===== src/rtl/ow_pkg.sv =====
package ow_pkg;

  typedef enum logic [1:0] {
    OP_IDLE = 2'd0,
    OP_RST  = 2'd1,
    OP_WR0  = 2'd2,
    OP_WR1  = 2'd3
  } op_e;

  function automatic int unsigned max2(input int unsigned a, input int unsigned b);
    return (a > b) ? a : b;
  endfunction

endpackage


===== src/rtl/ow_tick_gen.sv =====
module ow_tick_gen #(
  parameter int DIV_W   = 8,
  parameter int MIN_DIV = 10
) (
  input  logic             clk,
  input  logic             rst,
  input  logic             load,
  input  logic             run,
  input  logic [DIV_W-1:0] div_in,
  output logic             tick
);
  localparam logic [DIV_W-1:0] FLOOR = DIV_W'(MIN_DIV);

  logic [DIV_W-1:0] div_q;
  logic [DIV_W-1:0] cnt;
  logic [DIV_W-1:0] div_eff;
  logic             wrap;

  always_comb begin
    div_eff = (div_in < FLOOR) ? FLOOR : div_in;
    wrap    = (cnt == div_q - 1'b1);
    tick    = run && wrap;
  end

  always_ff @(posedge clk) begin
    if (rst) begin
      div_q <= FLOOR;
      cnt   <= '0;
    end else if (load) begin
      div_q <= div_eff;
      cnt   <= '0;
    end else if (run) begin
      if (wrap) cnt <= '0;
      else      cnt <= cnt + 1'b1;
    end
  end

  p_div_floor_r2: assert property (@(posedge clk) disable iff (rst)
    div_q >= FLOOR);

  p_cnt_range_r2: assert property (@(posedge clk) disable iff (rst)
    run |-> cnt < div_q);

  p_tick_gap_r2: assert property (@(posedge clk) disable iff (rst)
    tick |=> !tick);

  p_div_held_r10: assert property (@(posedge clk) disable iff (rst)
    (run && !load) |=> $stable(div_q));

endmodule


===== src/rtl/ow_sync.sv =====
module ow_sync #(
  parameter int   STAGES  = 2,
  parameter logic IDLE_LV = 1'b1
) (
  input  logic clk,
  input  logic rst,
  input  logic d,
  output logic q
);
  logic [STAGES-1:0] chain;

  generate
    for (genvar i = 0; i < STAGES; i++) begin : g_stage
      if (i == 0) begin : g_first
        always_ff @(posedge clk) begin
          if (rst) chain[0] <= IDLE_LV;
          else     chain[0] <= d;
        end
      end else begin : g_next
        always_ff @(posedge clk) begin
          if (rst) chain[i] <= IDLE_LV;
          else     chain[i] <= chain[i-1];
        end
      end
    end
  endgenerate

  assign q = chain[STAGES-1];

endmodule


===== src/rtl/ow_slot_seq.sv =====
module ow_slot_seq
  import ow_pkg::*;
#(
  parameter int T_RST_LOW = 480,
  parameter int T_RST_REC = 480,
  parameter int T_PRES    = 70,
  parameter int T_W0_LOW  = 100,
  parameter int T_W1_LOW  = 5,
  parameter int T_RD_SMP  = 15,
  parameter int T_SLOT    = 117
) (
  input  logic clk,
  input  logic rst,
  input  logic tick,
  input  logic start_vld,
  input  op_e  start_op,
  input  logic line_s,
  output op_e  op,
  output logic oe,
  output logic done,
  output logic no_pres,
  output logic rd_bit
);
  localparam int RST_TOT = T_RST_LOW + T_RST_REC;
  localparam int MAX_T   = max2(RST_TOT, T_SLOT);
  localparam int UW      = $clog2(MAX_T + 1);

  logic [UW-1:0] us;
  logic [UW-1:0] us_nx;
  logic [UW-1:0] low_len;
  logic [UW-1:0] tot_len;
  logic [UW-1:0] smp_at;
  logic          smp_en;
  logic          at_smp;
  logic          at_end;

  always_comb begin
    low_len = UW'(T_W1_LOW);
    tot_len = UW'(T_SLOT);
    smp_at  = UW'(T_RD_SMP);
    smp_en  = 1'b0;
    unique case (op)
      OP_RST: begin
        low_len = UW'(T_RST_LOW);
        tot_len = UW'(RST_TOT);
        smp_at  = UW'(T_RST_LOW + T_PRES);
        smp_en  = 1'b1;
      end
      OP_WR0: begin
        low_len = UW'(T_W0_LOW);
      end
      OP_WR1: begin
        smp_en  = 1'b1;
      end
      default: ;
    endcase
    us_nx  = us + 1'b1;
    at_smp = tick && smp_en && (us_nx == smp_at);
    at_end = tick && (us_nx == tot_len);
  end

  always_ff @(posedge clk) begin
    if (rst) begin
      op      <= OP_IDLE;
      us      <= '0;
      oe      <= 1'b0;
      done    <= 1'b0;
      no_pres <= 1'b0;
      rd_bit  <= 1'b0;
    end else begin
      done <= 1'b0;
      if (op == OP_IDLE) begin
        if (start_vld && start_op != OP_IDLE) begin
          op <= start_op;
          us <= '0;
          oe <= 1'b1;
          if (start_op == OP_RST) no_pres <= 1'b1;
        end
      end else if (tick) begin
        us <= us_nx;
        if (us_nx == low_len) oe <= 1'b0;
        if (at_smp) begin
          if (op == OP_RST && !line_s) no_pres <= 1'b0;
          if (op == OP_WR1)            rd_bit  <= line_s;
        end
        if (at_end) begin
          op   <= OP_IDLE;
          done <= 1'b1;
          oe   <= 1'b0;
        end
      end
    end
  end

  p_oe_when_busy_r11: assert property (@(posedge clk) disable iff (rst)
    oe |-> op != OP_IDLE);

  p_done_single_r3: assert property (@(posedge clk) disable iff (rst)
    done |=> !done);

  p_phase_bound_r3: assert property (@(posedge clk) disable iff (rst)
    (op != OP_IDLE) |-> us < tot_len);

  p_rd_kept_r7: assert property (@(posedge clk) disable iff (rst)
    (op == OP_WR0 || op == OP_RST) |=> $stable(rd_bit));

  p_pres_set_r4: assert property (@(posedge clk) disable iff (rst)
    (op == OP_IDLE && start_vld && start_op == OP_RST) |=> no_pres);

  p_op_held_r8: assert property (@(posedge clk) disable iff (rst)
    (op != OP_IDLE && !done) |=> (op == $past(op)) || done);

endmodule


===== src/rtl/ow_bus_master.sv =====
module ow_bus_master
  import ow_pkg::*;
#(
  parameter int DIV_W     = 8,
  parameter int MIN_DIV   = 10,
  parameter int SYNC_FF   = 2,
  parameter int T_RST_LOW = 480,
  parameter int T_RST_REC = 480,
  parameter int T_PRES    = 70,
  parameter int T_W0_LOW  = 100,
  parameter int T_W1_LOW  = 5,
  parameter int T_RD_SMP  = 15,
  parameter int T_SLOT    = 117
) (
  input  logic             clk,
  input  logic             rst,
  input  logic [DIV_W-1:0] clk_div,
  input  logic             cmd_reset,
  input  logic             cmd_wr0,
  input  logic             cmd_wr1,
  output logic             busy,
  output logic             done,
  output logic             ctl_reset,
  output logic             ctl_wr0,
  output logic             ctl_wr1,
  output logic             no_presence,
  output logic             rd_bit,
  output logic             line_oe,
  input  logic             line_in
);
  op_e  op;
  op_e  req_op;
  logic accept;
  logic tick;
  logic line_s;

  always_comb begin
    if (cmd_reset)    req_op = OP_RST;
    else if (cmd_wr0) req_op = OP_WR0;
    else if (cmd_wr1) req_op = OP_WR1;
    else              req_op = OP_IDLE;
    busy      = (op != OP_IDLE);
    accept    = !busy && (req_op != OP_IDLE);
    ctl_reset = (op == OP_RST);
    ctl_wr0   = (op == OP_WR0);
    ctl_wr1   = (op == OP_WR1);
  end

  ow_tick_gen #(.DIV_W(DIV_W), .MIN_DIV(MIN_DIV)) i_tick (
    .clk    (clk),
    .rst    (rst),
    .load   (accept),
    .run    (busy),
    .div_in (clk_div),
    .tick   (tick)
  );

  ow_sync #(.STAGES(SYNC_FF), .IDLE_LV(1'b1)) i_sync (
    .clk (clk),
    .rst (rst),
    .d   (line_in),
    .q   (line_s)
  );

  ow_slot_seq #(
    .T_RST_LOW (T_RST_LOW),
    .T_RST_REC (T_RST_REC),
    .T_PRES    (T_PRES),
    .T_W0_LOW  (T_W0_LOW),
    .T_W1_LOW  (T_W1_LOW),
    .T_RD_SMP  (T_RD_SMP),
    .T_SLOT    (T_SLOT)
  ) i_seq (
    .clk       (clk),
    .rst       (rst),
    .tick      (tick),
    .start_vld (accept),
    .start_op  (req_op),
    .line_s    (line_s),
    .op        (op),
    .oe        (line_oe),
    .done      (done),
    .no_pres   (no_presence),
    .rd_bit    (rd_bit)
  );

  p_one_cmd_r8: assert property (@(posedge clk) disable iff (rst)
    $onehot0({ctl_reset, ctl_wr0, ctl_wr1}));

  p_busy_ends_done_r3: assert property (@(posedge clk) disable iff (rst)
    busy |=> busy || done);

  p_prio_reset_r9: assert property (@(posedge clk) disable iff (rst)
    (!busy && cmd_reset) |=> ctl_reset);

endmodule


===== config.mk =====
export PLATFORM = sky130hd
export DESIGN_NAME = ow_bus_master
export DESIGN_NICKNAME = d
export VERILOG_FILES = /design/src/rtl/ow_pkg.sv /design/src/rtl/ow_tick_gen.sv /design/src/rtl/ow_sync.sv /design/src/rtl/ow_slot_seq.sv /design/src/rtl/ow_bus_master.sv
export SDC_FILE = /design/constraint.sdc
export NUM_CORES = 1
export LEC_CHECK = 0
export ABC_CLOCK_PERIOD_IN_PS = 3400
export BUFFER_PORTS_ARGS = -buffer_cell sky130_fd_sc_hd__buf_2
export CAP_MARGIN = 0
export CELL_PAD_IN_SITES_DETAIL_PLACEMENT = 1
export CELL_PAD_IN_SITES_GLOBAL_PLACEMENT = 2
export CORE_MARGIN = 1.5
export CORE_UTILIZATION = 35
export CTS_CLUSTER_DIAMETER = 40
export DETAILED_ROUTE_END_ITERATION = 8
export PLACE_DENSITY = 0.79
export REMOVE_ABC_BUFFERS = 1
export SETUP_SLACK_MARGIN = 0.1
export SKIP_LAST_GASP = 1
export SLEW_MARGIN = 15
export SYNTH_ARGS = -nofsm -noshare
export SYNTH_HDL_FRONTEND = slang
export SYNTH_SLANG_ARGS = --single-unit

===== constraint.sdc =====
create_clock -name clk -period 3.4 [get_ports clk]
set_input_delay 0.68 -clock clk [delete_from_list [all_inputs] [get_ports clk]]
set_output_delay 0.68 -clock clk [all_outputs]
set_load 0.05 [all_outputs]

==> results of run 1 <==
## cell families (layout without fill, tap and decap cells)
group / count (synthesis) / after routing / synth area share (%)
fa+ha+maj: 7 / 7 / 3.81
simple gates: 127 / 127 / 29.5
flops: 34 / 34 / 29.6
compound gates: 79 / 79 / 24.4
buf+inv: 30 / 47 / 4.90
xor+xnor: 18 / 18 / 6.87
mux: 2 / 2 / 0.926
## per-stage QoR
step / power [mW] / util (%) / worst slack, ns / hold slack, ns
after floorplan: 0.996 / - / 0.398 / 0.389
after global placement: 1.22 / 39.2 / 0.375 / 0.396
after detailed placement: 1.24 / 39.2 / 0.294 / 0.402
after CTS: 1.60 / 40.9 / 0.278 / 0.421
after global routing: 1.69 / 41.0 / 0.134 / 0.430
final: 1.58 / 41.0 / 0.287 / 0.414
## critical path: stages (launching register included)
cell and delay (ns):
dfxtp_1 0.35, inv_1 0.08, ha_1 0.22, or3b_1 0.42
or4_4 0.51, a2111oi_4 0.51, nand3_1 0.23, or4_1 0.55
nor3_1 0.16
## final timing paths
kind                                       from         end  slack, ns  cells after the start
worst min register to register  i_sync.chain[0]    i_sync.q       0.41                      1
worst max-delay path            i_tick.div_q[0]  i_seq.done       0.29                      8
worst min-delay path            i_sync.chain[0]    i_sync.q       0.41                      1
worst max register to register  i_tick.div_q[0]  i_seq.done       0.29                      8
## state kept, by name, indices dropped and copies added (netlist names)
name,flops
i_seq.rd_bit,1
i_sync.q,1
i_seq.no_pres,1
i_seq.done,1
i_tick.cnt,8
i_sync.chain,1
i_seq.op,2
i_tick.div_q,8
i_seq.oe,1
i_seq.us,10
## synthesized netlist by cell type (all sizes together) (2+ instances only)
master   number
and2          6
nor2b         8
nand4         3
or4           4
a31oi         5
o2111ai       2
o41ai         2
nor4          4
nand3b        2
o21bai        3
nor2         22
a21oi        21
a22oi         3
o31ai         3
and3          8
a211oi        4
nand3        21
xor2          5
or2           5
xnor2        13
o2111a        2
or4b          2
nand2b        6
nand2        21
inv           8
ha            7
nor3          9
o21ai        12
or3           4
o211ai        9
clkbuf       21
dfxtp        34
## area by class of cell
cell class | instances | area, µm²
clock buffer | 8 | 110
fill | 810 | 3750
inverter | 9 | 33.8
multi-input combinational | 233 | 1510
sequential | 34 | 681
tap | 77 | 96.3
timing repair buffer | 30 | 173
## metal layers
| layer | GRT usage (%) | up-vias | wire (µm) |
|---|---|---|---|
| li1 | - | 1114 | - |
| met5 | 0 | - | 0 |
| met3 | 3.07 | 11 | 135 |
| met1 | 25.7 | 1093 | 3270 |
| met2 | 36.2 | 29 | 3430 |
| met4 | 6.41 | 0 | 124 |
## power by group
group          total (mW)  switching, mW  internal, mW
Clock               0.357          0.152         0.205
Sequential          0.517         0.0657         0.451
Combinational       0.710          0.495         0.215
Total                1.58          0.713         0.871
==> summary.md, run 1 <==
| Metric | Value |
|---|---|
| Status | `completed` |
| First-pass DRT Iterations | `4` |
| Most frequent cells in the layout | `34 x dfxtp_1, 22 x nor2_1` |
| FMAX | `321 MHz` |
| Vias | `between 2000 and 2500` |
| Post-synth EDFFs | `0` |
| IO buf count | `21` |
| Slew @ Worst Pin | `0.634 ns` |
| Die height | `roughly 84 µm` |
| CTS tree | `yes` |
| Ys async rst share | `0%` |
| Top area cells in the synthesized netlist | `dfxtp_1 30%, xnor2_1 5.0%, a21oi_1 4.6%` |
| Power per cell area | `609 nW/µm²` |
| Nets | `334` |
| Initial antenna violation count | `0` |
| Finish-stage setup viols | `0` |
| Max rail drop VDD | `0.271 mV` |
| CP Class | `register to register` |
| Slew Limit Fails | `0` |
| Hold Vio Cnt, Final | `0` |
| Skew-Pair Late Insertion Delay | `0.28 ns` |
| Finished Layout Cells | `391` |
| Critical Path RT | `3.60 ns` |
| Drt total wl | `6960 µm` |
| Largest net degree at the start of global routing | `27` |
| Synth top area share | `29.6%` |
| Share of post-route cells with drive strength above 1 | `around 17%` |
| FF+latch count, synth | `34` |
| CP Capture Type | `register` |
| Post-synth top area cell | `dfxtp_1` |
| Final ANT Viol Nets | `0` |
| Vias in the first global route | `2319` |
| Die area | `7050 µm²` |
| Cell area after synthesis | `2300 µm²` |
| Setup bufs post-CTS | `0` |
| Maxcap violations | `0` |
| Clk_skew | `~0.0027 ns` |
| Reg clk slew, reported paths | `0.07 ns` |
| Hold_buf cts | `0` |
| H-Tree Level Count | `2` |
| Clock root buffer | `clkbuf_8` |
| Vias per std cell | `5.75` |
| Initial core utilization | `36.2%` |
| Layout Area Growth over Synthesis | `13.4%` |
| Die Width | `between 80 and 90 µm` |
| DP Area | `2490 µm²` |
| Worst Hold Class | `register to register` |
| Mapped Cells | `297` |
| CP max FO | `5` |
| CTS resizes | `0` |
| Final period util | `between 90% and 100%` |
| Drt wl/cell | `17.8 µm` |
| Finished Cell Area | `2600 µm²` |
| Initial DRC Count | `73` |
| Ys Warns | `0` |
| RSZ-0062 raised after global routing | `false` |
| Placed Cells | `approximately 380` |
| # diodes | `0` |
| Final HPWL DP | `5060 µm` |
| Tmin final | `~3.1 ns` |
| Prevailing post-synth register cell | `dfxtp_1` |
| CORE AREA | `6350 µm²` |
| CTS Buf Count | `5` |
| Tot GR Track Use | `20.6%` |
| First-pass GRT wire length | `11600 µm` |
| Worst path arrival time | `3.31 ns` |
| Avg Cell Area, Syn | `7.73 µm²` |
| Setup tns final | `0 ns` |
| # rows | `29` |
| Synth cell types | `53` |
| Most common cell after layout, fill and taps aside | `dfxtp_1` |
| # IOs | `22` |
| Gpl congestion | `0.755` |
| Sequential share of the synthesized area | `29.6%` |
| # DRC | `0` |
| Worst slew margin relative to its limit | `57.3%` |
| Gr ovfl total | `0` |
| CTS sink count | `34` |
| Static leakage | `between 0.9 and 1 nW` |
| Max clock buf depth | `2` |
| Worst setup SP type | `register` |
(Power assumes the default switching activity.)
==> inputs of run 2 (changes only) <==
ABC_CLOCK_PERIOD_IN_PS = 2900   (was 3400)
clock period = 2.9 ns   (was 3.4 ns; I/O delays follow)
==> run 2 against run 1 <==
  * Via count is 2.8% higher
  * Critical path depth is 1 higher
  * Die area stayed put
  * Wire length is 1.6% lower
  * Critical path type unchanged
  * Largest power group unchanged
  * Highest routed layer unchanged
==> summary.md, run 2 (same netlist as run 1, synthesis figures left out) <==
| Metric | Value |
|---|---|
| Status | `completed (unchanged)` |
| Reg2reg path depth | `9 (was 8)` |
| # IOs | `22 (unchanged)` |
| Comb pwr share | `49.8% (was 44.8%)` |
| CP Capture Type | `register (unchanged)` |
| Drt total wl | `6850 µm (was 6960 µm)` |
| CTS sink count | `34 (unchanged)` |
| Most common cell after layout, fill and taps aside | `dfxtp_1 (unchanged)` |
| Slew @ Worst Pin | `0.507 ns (was 0.634 ns)` |
| Worst setup SP type | `register (unchanged)` |
| Tmin final | `2.78 ns (was 3.11 ns)` |
| R2R Path End | `i_seq.oe (was i_seq.done)` |
| Largest registers | `i_seq.us: 10 flops, i_tick.cnt: 8 flops, i_tick.div_q: 8 flops (unchanged)` |
| Switch share | `45.5% (was 45.0%)` |
| Fillers | `783 (was 810)` |
| Drt wl/cell | `16.8 µm (was 17.8 µm)` |
| Max rail drop VDD | `0.305 mV (was 0.271 mV)` |
| Fin Hold WS | `0.412 ns (was 0.414 ns)` |
| CORE AREA | `6350 µm² (unchanged)` |
| Power per cell area | `675 nW/µm² (was 609 nW/µm²)` |
| Worst path arrival time | `2.93 ns (was 3.31 ns)` |
| H-Tree Level Count | `2 (unchanged)` |
| Switch Pwr | `847 µW (was 713 µW)` |
| Final ANT Viol Nets | `0 (unchanged)` |
| First-pass DRT Iterations | `4 (unchanged)` |
| Vias | `2311 (was 2247)` |
| Worst Hold Class | `register to register (unchanged)` |
| Reg power frac | `32.0% (was 32.6%)` |
| IO buf count | `21 (unchanged)` |
| Largest reg by FF count | `i_seq.us (unchanged)` |
| Skew-Pair Late Insertion Delay | `0.29 ns (was 0.28 ns)` |
| DP Area | `2600 µm² (was 2490 µm²)` |
| FMAX | `360 MHz (was 321 MHz)` |
| Gr ovfl total | `0 (unchanged)` |
| CP max FO | `4 (was 5)` |
| R2R Path Start | `i_tick.div_q[1] (was i_tick.div_q[0])` |
| Nets | `352 (was 334)` |
| Hold Vio Cnt, Final | `0 (unchanged)` |
| Pint | `1.01 mW (was 871 µW)` |
| Finish-stage setup viols | `0 (unchanged)` |
| Initial antenna violation count | `0 (unchanged)` |
| CTS tree | `yes (unchanged)` |
| Finished Layout Cells | `408 (was 391)` |
| Layout Utilization | `43.4% (was 41.0%)` |
| CP endpoint | `i_seq.oe (was i_seq.done)` |
| Max clock buf depth | `2 (unchanged)` |
| First-pass GRT wire length | `11600 µm (about the same)` |
| Final period util | `95.8% (was 91.5%)` |
| Vias in the first global route | `2450 (was 2319)` |
| Tot GR Track Use | `20.4% (was 20.6%)` |
| Largest register FFs | `10 (unchanged)` |
| # diodes | `0 (unchanged)` |
| Gpl congestion | `0.791 (was 0.755)` |
| CP Class | `register to register (unchanged)` |
| Slew Limit Fails | `0 (unchanged)` |
| Finished Cell Area | `2760 µm² (was 2600 µm²)` |
| Critical Path Start | `i_tick.div_q[1] (was i_tick.div_q[0])` |
| Final HPWL DP | `5270 µm (was 5060 µm)` |
| Die area | `7050 µm² (unchanged)` |
| Initial core utilization | `36.2% (unchanged)` |
| Reg clk slew, reported paths | `0.07 ns (about the same)` |
| RSZ-0062 raised after global routing | `true (was false)` |
| Largest net degree at the start of global routing | `20 (was 27)` |
| Clk_skew | `0.00863 ns (was 0.00271 ns)` |
| Clock root buffer | `clkbuf_8 (unchanged)` |
| Die height | `84.0 µm (unchanged)` |
| CTS Buf Count | `5 (unchanged)` |
| Layout Area Growth over Synthesis | `20.1% (was 13.4%)` |
| Critical Path RT | `3.06 ns (was 3.60 ns)` |
| Placed Cells | `396 (was 383)` |
| # DRC | `0 (unchanged)` |
| Static leakage | `1.05 nW (was 0.972 nW)` |
| Die Width | `84.0 µm (unchanged)` |
| Share of post-route cells with drive strength above 1 | `23.9% (was 16.6%)` |
| # rows | `29 (unchanged)` |
| Hold_buf cts | `0 (unchanged)` |
| Setup slack, reg-to-reg | `0.12 ns (was 0.29 ns)` |
| Vias per std cell | `5.66 (was 5.75)` |
| Most frequent cells in the layout | `32 x dfxtp_1, 25 x buf_4, 22 x nor2_1 (was 34 x dfxtp_1, 22 x nor2_1)` |
| Maxcap violations | `0 (unchanged)` |
| Clock power share | `18.2% (was 22.5%)` |
| Worst slew margin relative to its limit | `65.9% (was 57.3%)` |
| Initial DRC Count | `58 (was 73)` |
-- run 2: worst min-delay path by stage --
stage                     endpoint       startpoint  cells after the start
after detailed placement  i_sync.q  i_sync.chain[0]                      1
after CTS                 i_sync.q  i_sync.chain[0]                      1
after global placement    i_sync.q  i_sync.chain[0]                      1
after floorplan           i_sync.q  i_sync.chain[0]                      1
final                     i_sync.q  i_sync.chain[0]                      1
after global routing      i_sync.q  i_sync.chain[0]                      1
-- run 2: per-stage QoR --
step / TNS (ns) / setup slack, ns / total power [mW]
floorplan: -0.102 / -0.102 / 1.17
global placement: 0 / 0.0386 / 1.48
detailed placement: -0.173 / -0.0747 / 1.50
CTS: 0 / 0.116 / 1.87
global route: -0.0269 / -0.0269 / 1.99
finish: 0 / 0.123 / 1.86
-- run 2: power groups by stage --
| stage | sequential, mW | clock (mW) | combinational (mW) |
|---|---|---|---|
| global placement | 0.602 | 0 | 0.875 |
| global route | 0.607 | 0.371 | 1.01 |
| CTS | 0.597 | 0.355 | 0.920 |
| floorplan | 0.631 | 0 | 0.536 |
| finish | 0.596 | 0.338 | 0.926 |
| detailed placement | 0.605 | 0 | 0.895 |
-- run 2: per-layer routing --
metal | share of wire [%] | up-vias | global-route usage (%)
met2 | 48 | 38 | 35.4
met5 | 0 | - | 0
met1 | 47 | 1110 | 25.6
met4 | 2.2 | 0 | 7.75
li1 | - | 1152 | -
met3 | 2.9 | 11 | 2.77
-- run 2: area by class of cell --
class	instances	area [µm²]	share of cell area, %
Clock buffer	5	68.8	2.50
Inverter	9	33.8	1.23
Tap cell	77	96.3	3.49
Timing Repair Buffer	48	324	11.8
Multi-Input combinational cell	233	1540	55.9
Clock inverter	2	10.0	0.363
Sequential cell	34	683	24.8
-- run 2: worst max-delay path, stage by stage, from the launching register on --
cell and delay [ns]:
dfxtp_2 0.33, inv_2 0.07, ha_4 0.13, or3b_4 0.38, or4_4 0.53, a2111oi_4 0.36, buf_4 0.20, o211ai_1 0.12
nor4_2 0.43, o21ai_1 0.10
-- run 2: timing repair --
action / in CTS / in global routing
gates cloned: 0 / 0
resized for setup: 8 / 7
buffers inserted: 4 / 1
pin swaps: 7 / 3
setup endpoints to repair: 11 / 12
==> inputs of run 3 (changes only) <==
ABC_AREA = 1   (was default)
CORE_UTILIZATION = 32   (was 35)
==> run 3 against run 2 <==
  * Worst setup slack gained 0.30 ns
  * Critical path type unchanged
  * Cell area shrank 0.82%
  * Register-to-register slack gained 0.30 ns
  * Highest routed layer unchanged
  * Cell count grew 26%
  * Largest cell class unchanged
  * Clock power grew 59%
  * Die area grew 14%
==> summary.md, run 3 <==
| Metric | Value |
|---|---|
| Placed Cells | `506 (was 396)` |
| Maxcap violations | `0 (unchanged)` |
| Final period util | `85.2% (was 95.8%)` |
| Vias in the first global route | `2381 (was 2450)` |
| Vias | `2478 (was 2311)` |
| FMAX | `405 MHz (was 360 MHz)` |
| Total Power | `1.42 mW (was 1.86 mW)` |
| Avg Cell Area, Syn | `6.13 µm² (was 7.73 µm²)` |
| Clk_skew | `0.00709 ns (was 0.00863 ns)` |
| Ys async rst share | `0% (unchanged)` |
| Clock power share | `37.9% (was 18.2%)` |
| Vias per std cell | `4.82 (was 5.66)` |
| Hold_buf cts | `0 (unchanged)` |
| Finish-stage setup viols | `0 (unchanged)` |
| Largest net degree at the start of global routing | `20 (unchanged)` |
| CP peak stage delay | `0.39 ns (was 0.53 ns)` |
| Finished Layout Cells | `514 (was 408)` |
| Synth top area share | `28.4% (was 29.6%)` |
| Die Width | `89.5 µm (was 84.0 µm)` |
| Synth cell count leaders | `115 x nand2_1, 50 x inv_1, 44 x nand3_1, 34 x dfxtp_1, 34 x nor2_1 (was 34 x dfxtp_1, 22 x nor2_1)` |
| CP max FO | `12 (was 4)` |
| Tot GR Track Use | `19.5% (was 20.4%)` |
| Reg power frac | `36.3% (was 32.0%)` |
| Comb pwr share | `25.8% (was 49.8%)` |
| RSZ-0062 raised after global routing | `false (was true)` |
| Largest registers | `i_seq.us: 10 flops, i_tick.cnt: 8 flops, i_tick.div_q: 8 flops (unchanged)` |
| Final HPWL DP | `5830 µm (was 5270 µm)` |
| Worst setup SP type | `register (unchanged)` |
| Top area cells in the synthesized netlist | `dfxtp_1 28%, nand2_1 18%, nand3_1 9.2% (was dfxtp_1 30%, xnor2_1 5.0%, a21oi_1 4.6%)` |
| Most common cell after layout, fill and taps aside | `nand2_1 (was dfxtp_1)` |
| # rows | `31 (was 29)` |
| Slew Limit Fails | `0 (unchanged)` |
| Setup bufs post-CTS | `0 (was 4)` |
| Synth Area in XOR/XNOR | `2.19% (was 6.87%)` |
| Switch Pwr | `472 µW (was 847 µW)` |
| Post-Synth Simple-Gate Area | `44.5% (was 29.5%)` |
| Die height | `89.5 µm (was 84.0 µm)` |
| # DRC | `0 (unchanged)` |
| Initial antenna violation count | `0 (unchanged)` |
| Crit-path cells | `inv_1 > ha_1 > inv_1 > a21oi_1 > nor2_1 > clkinv_1 > nor4_1 (was inv_2 > ha_4 > or3b_4 > or4_4 > a2111oi_4 > buf_4 > o211ai_1 > nor4_2 > o21ai_1)` |
| Die area | `8020 µm² (was 7050 µm²)` |
| Synth cell types | `35 (was 53)` |
| Slew @ Worst Pin | `0.491 ns (was 0.507 ns)` |
| Setup tns final | `0 ns (unchanged)` |
| CTS tree | `yes (unchanged)` |
| Register Area | `681 µm² (was 683 µm²)` |
| WP buf/inv | `3 (was 2)` |
| Worst path arrival time | `2.66 ns (was 2.93 ns)` |
| IO buf count | `21 (unchanged)` |
| CP Capture Type | `register (unchanged)` |
| H-Tree Level Count | `2 (unchanged)` |
| CTS resizes | `0 (was 8)` |
| Tmin final | `2.47 ns (was 2.78 ns)` |
| Largest register FFs | `10 (unchanged)` |
| Initial DRC Count | `58 (unchanged)` |
| Drt wl/cell | `14.0 µm (was 16.8 µm)` |
| Worst Hold Class | `register to register (unchanged)` |
| Post-synth top area cell | `dfxtp_1 (unchanged)` |
| CORE AREA | `7250 µm² (was 6350 µm²)` |
| Fin Hold WS | `0.416 ns (was 0.412 ns)` |
| Critical Path RT | `3.09 ns (was 3.06 ns)` |
| Most frequent cells in the layout | `115 x nand2_1, 50 x inv_1, 44 x nand3_1 (was 32 x dfxtp_1, 25 x buf_4, 22 x nor2_1)` |
| Pint | `946 µW (was 1.01 mW)` |
| Worst slew margin relative to its limit | `67.3% (was 65.9%)` |
| Compound-Gate Fraction of Synth Area | `10.2% (was 24.4%)` |
| Gpl congestion | `0.835 (was 0.791)` |
| Ys Warns | `0 (unchanged)` |
| # diodes | `0 (unchanged)` |
| Max clock buf depth | `2 (unchanged)` |
| # IOs | `22 (unchanged)` |
| Setup slack, reg-to-reg | `0.43 ns (was 0.12 ns)` |
| Mapped Cells | `391 (was 297)` |
| Static leakage | `1.33 nW (was 1.05 nW)` |
| Skew-Pair Late Insertion Delay | `0.28 ns (was 0.29 ns)` |
| Most frequent cell on the critical path | `inv_1` |
| Reg clk slew, reported paths | `0.08 ns (was 0.07 ns)` |
| Layout Area Growth over Synthesis | `14.2% (was 20.1%)` |
| Mux share of post-synthesis cell area | `0% (was 0.926%)` |
| CP Class | `register to register (unchanged)` |
| Count leader, synth | `nand2_1 (was dfxtp_1)` |
| CTS Buf Count | `5 (unchanged)` |
| R2R Path End | `i_tick.cnt[3] (was i_seq.oe)` |
| Hold_sp | `i_sync.chain[0] (unchanged)` |
| Clock root buffer | `clkbuf_8 (unchanged)` |
| Min-Delay Path Depth | `1 (unchanged)` |
| Cell area after synthesis | `2400 µm² (was 2300 µm²)` |
| R2R Path Start | `i_seq.op[0] (was i_tick.div_q[1])` |
| Initial core utilization | `33.0% (was 36.2%)` |
| Hold Vio Cnt, Final | `0 (unchanged)` |
| FF+latch count, synth | `34 (unchanged)` |
| Crit path max-delay family | `buffers and inverters (was simple AND/OR/NAND/NOR gates)` |
| Post-synth EDFFs | `0 (unchanged)` |
| Final ANT Viol Nets | `0 (unchanged)` |
| Sequential share of the synthesized area | `28.4% (was 29.6%)` |
| Switch share | `33.3% (was 45.5%)` |
| Adder-cell share of the synthesized area | `3.66% (was 3.81%)` |
| Min-Delay Endpoint | `i_sync.q (unchanged)` |
| Nets | `435 (was 352)` |
| Prevailing post-synth register cell | `dfxtp_1 (unchanged)` |
| Max rail drop VDD | `0.200 mV (was 0.305 mV)` |
| CTS sink count | `34 (unchanged)` |
| Footprint of the multi-input gates | `1450 µm² (was 1540 µm²)` |
| First-pass GRT wire length | `11900 µm (was 11600 µm)` |
| Drt total wl | `7170 µm (was 6850 µm)` |
| Largest reg by FF count | `i_seq.us (unchanged)` |
| Fillers | `1000 (was 783)` |
| Share of post-route cells with drive strength above 1 | `14.9% (was 23.9%)` |
| Status | `completed (unchanged)` |
| Power per cell area | `518 nW/µm² (was 675 nW/µm²)` |
| First-pass DRT Iterations | `4 (unchanged)` |
| Reg2reg path depth | `7 (was 9)` |
| CP max-delay cell | `dfxtp_1 (was or4_4)` |
| Largest family of logic cells by synthesized area | `simple AND/OR/NAND/NOR gates (unchanged)` |
| Gr ovfl total | `0 (unchanged)` |
-- run 3: cell count changes after synthesis, moves of 6 or more --
| cell | before | now |
|---|---|---|
| and2_1 | 6 | 0 |
| and3_1 | 8 | 1 |
| clkbuf_1 | 21 | 4 |
| inv_1 | 8 | 50 |
| nand2_1 | 21 | 115 |
| nand2_2 | 0 | 11 |
| nand2b_1 | 6 | 0 |
| nand3_1 | 21 | 44 |
| nor2_1 | 22 | 34 |
| nor2_2 | 0 | 6 |
| nor2b_1 | 8 | 1 |
| o211ai_1 | 9 | 0 |
| xnor2_1 | 13 | 3 |
-- run 3: how the worst max path moves through the flow --
| stage | start | end | slack, ns | depth (start not counted) |
|---|---|---|---|---|
| global placement | i_seq.op[0] | i_tick.cnt[3] | 0.34 | 7 |
| finish | i_seq.op[0] | i_tick.cnt[3] | 0.43 | 7 |
| detailed placement | i_seq.op[0] | i_tick.cnt[2] | 0.41 | 7 |
| global route | i_seq.op[0] | i_tick.cnt[3] | 0.13 | 7 |
| CTS | i_seq.op[0] | i_tick.cnt[3] | 0.39 | 7 |
| floorplan | i_seq.op[1] | i_seq.oe | 0.66 | 13 |
-- run 3: layer usage --
metal | share of wire (%) | global-route usage [%] | up-vias
li1 | - | - | 1294
met1 | 53 | 28.7 | 1133
met2 | 42 | 29.9 | 45
met3 | 4.3 | 2.95 | 6
met4 | 0.75 | 4.48 | 0
met5 | 0 | 0 | -
-- run 3: cells by family (layout without fill, tap and decap cells) --
logic type               Yosys count  after routing
AND/OR/NAND/NOR                  237            237
adder cells (fa/ha/maj)            7              7
flip-flops                        34             34
AO/OA/AOI/OAI                     43             43
buffers and inverters             64             88
XOR/XNOR                           6              6
-- run 3: power groups by stage --
stage	logic, mW	clock network (mW)	registers (mW)
final	0.365	0.537	0.515
after global routing	0.410	0.573	0.521
after CTS	0.369	0.550	0.516
after detailed placement	0.368	0	0.527
after global placement	0.365	0	0.526
after floorplan	0.252	0	0.538
-- run 3: cell type report --
cell class              instances  share of cell area, %
well taps                      99                   4.53
inverters                      55                   7.55
flip-flops and latches         34                   24.9
clock buffers                   5                   2.52
multi-input cells             293                   53.1
clock inverters                 3                   2.52
repair buffers                 25                   4.94
-- run 3: per-stage QoR --
step / worst slack, ns / util, % / cell area, µm²
after floorplan: 0.662 / - / 2340
after global placement: 0.345 / 35.8 / 2600
after detailed placement: 0.413 / 35.8 / 2600
after CTS: 0.394 / 37.7 / 2740
after global routing: 0.132 / 37.7 / 2740
final: 0.428 / 37.7 / 2740
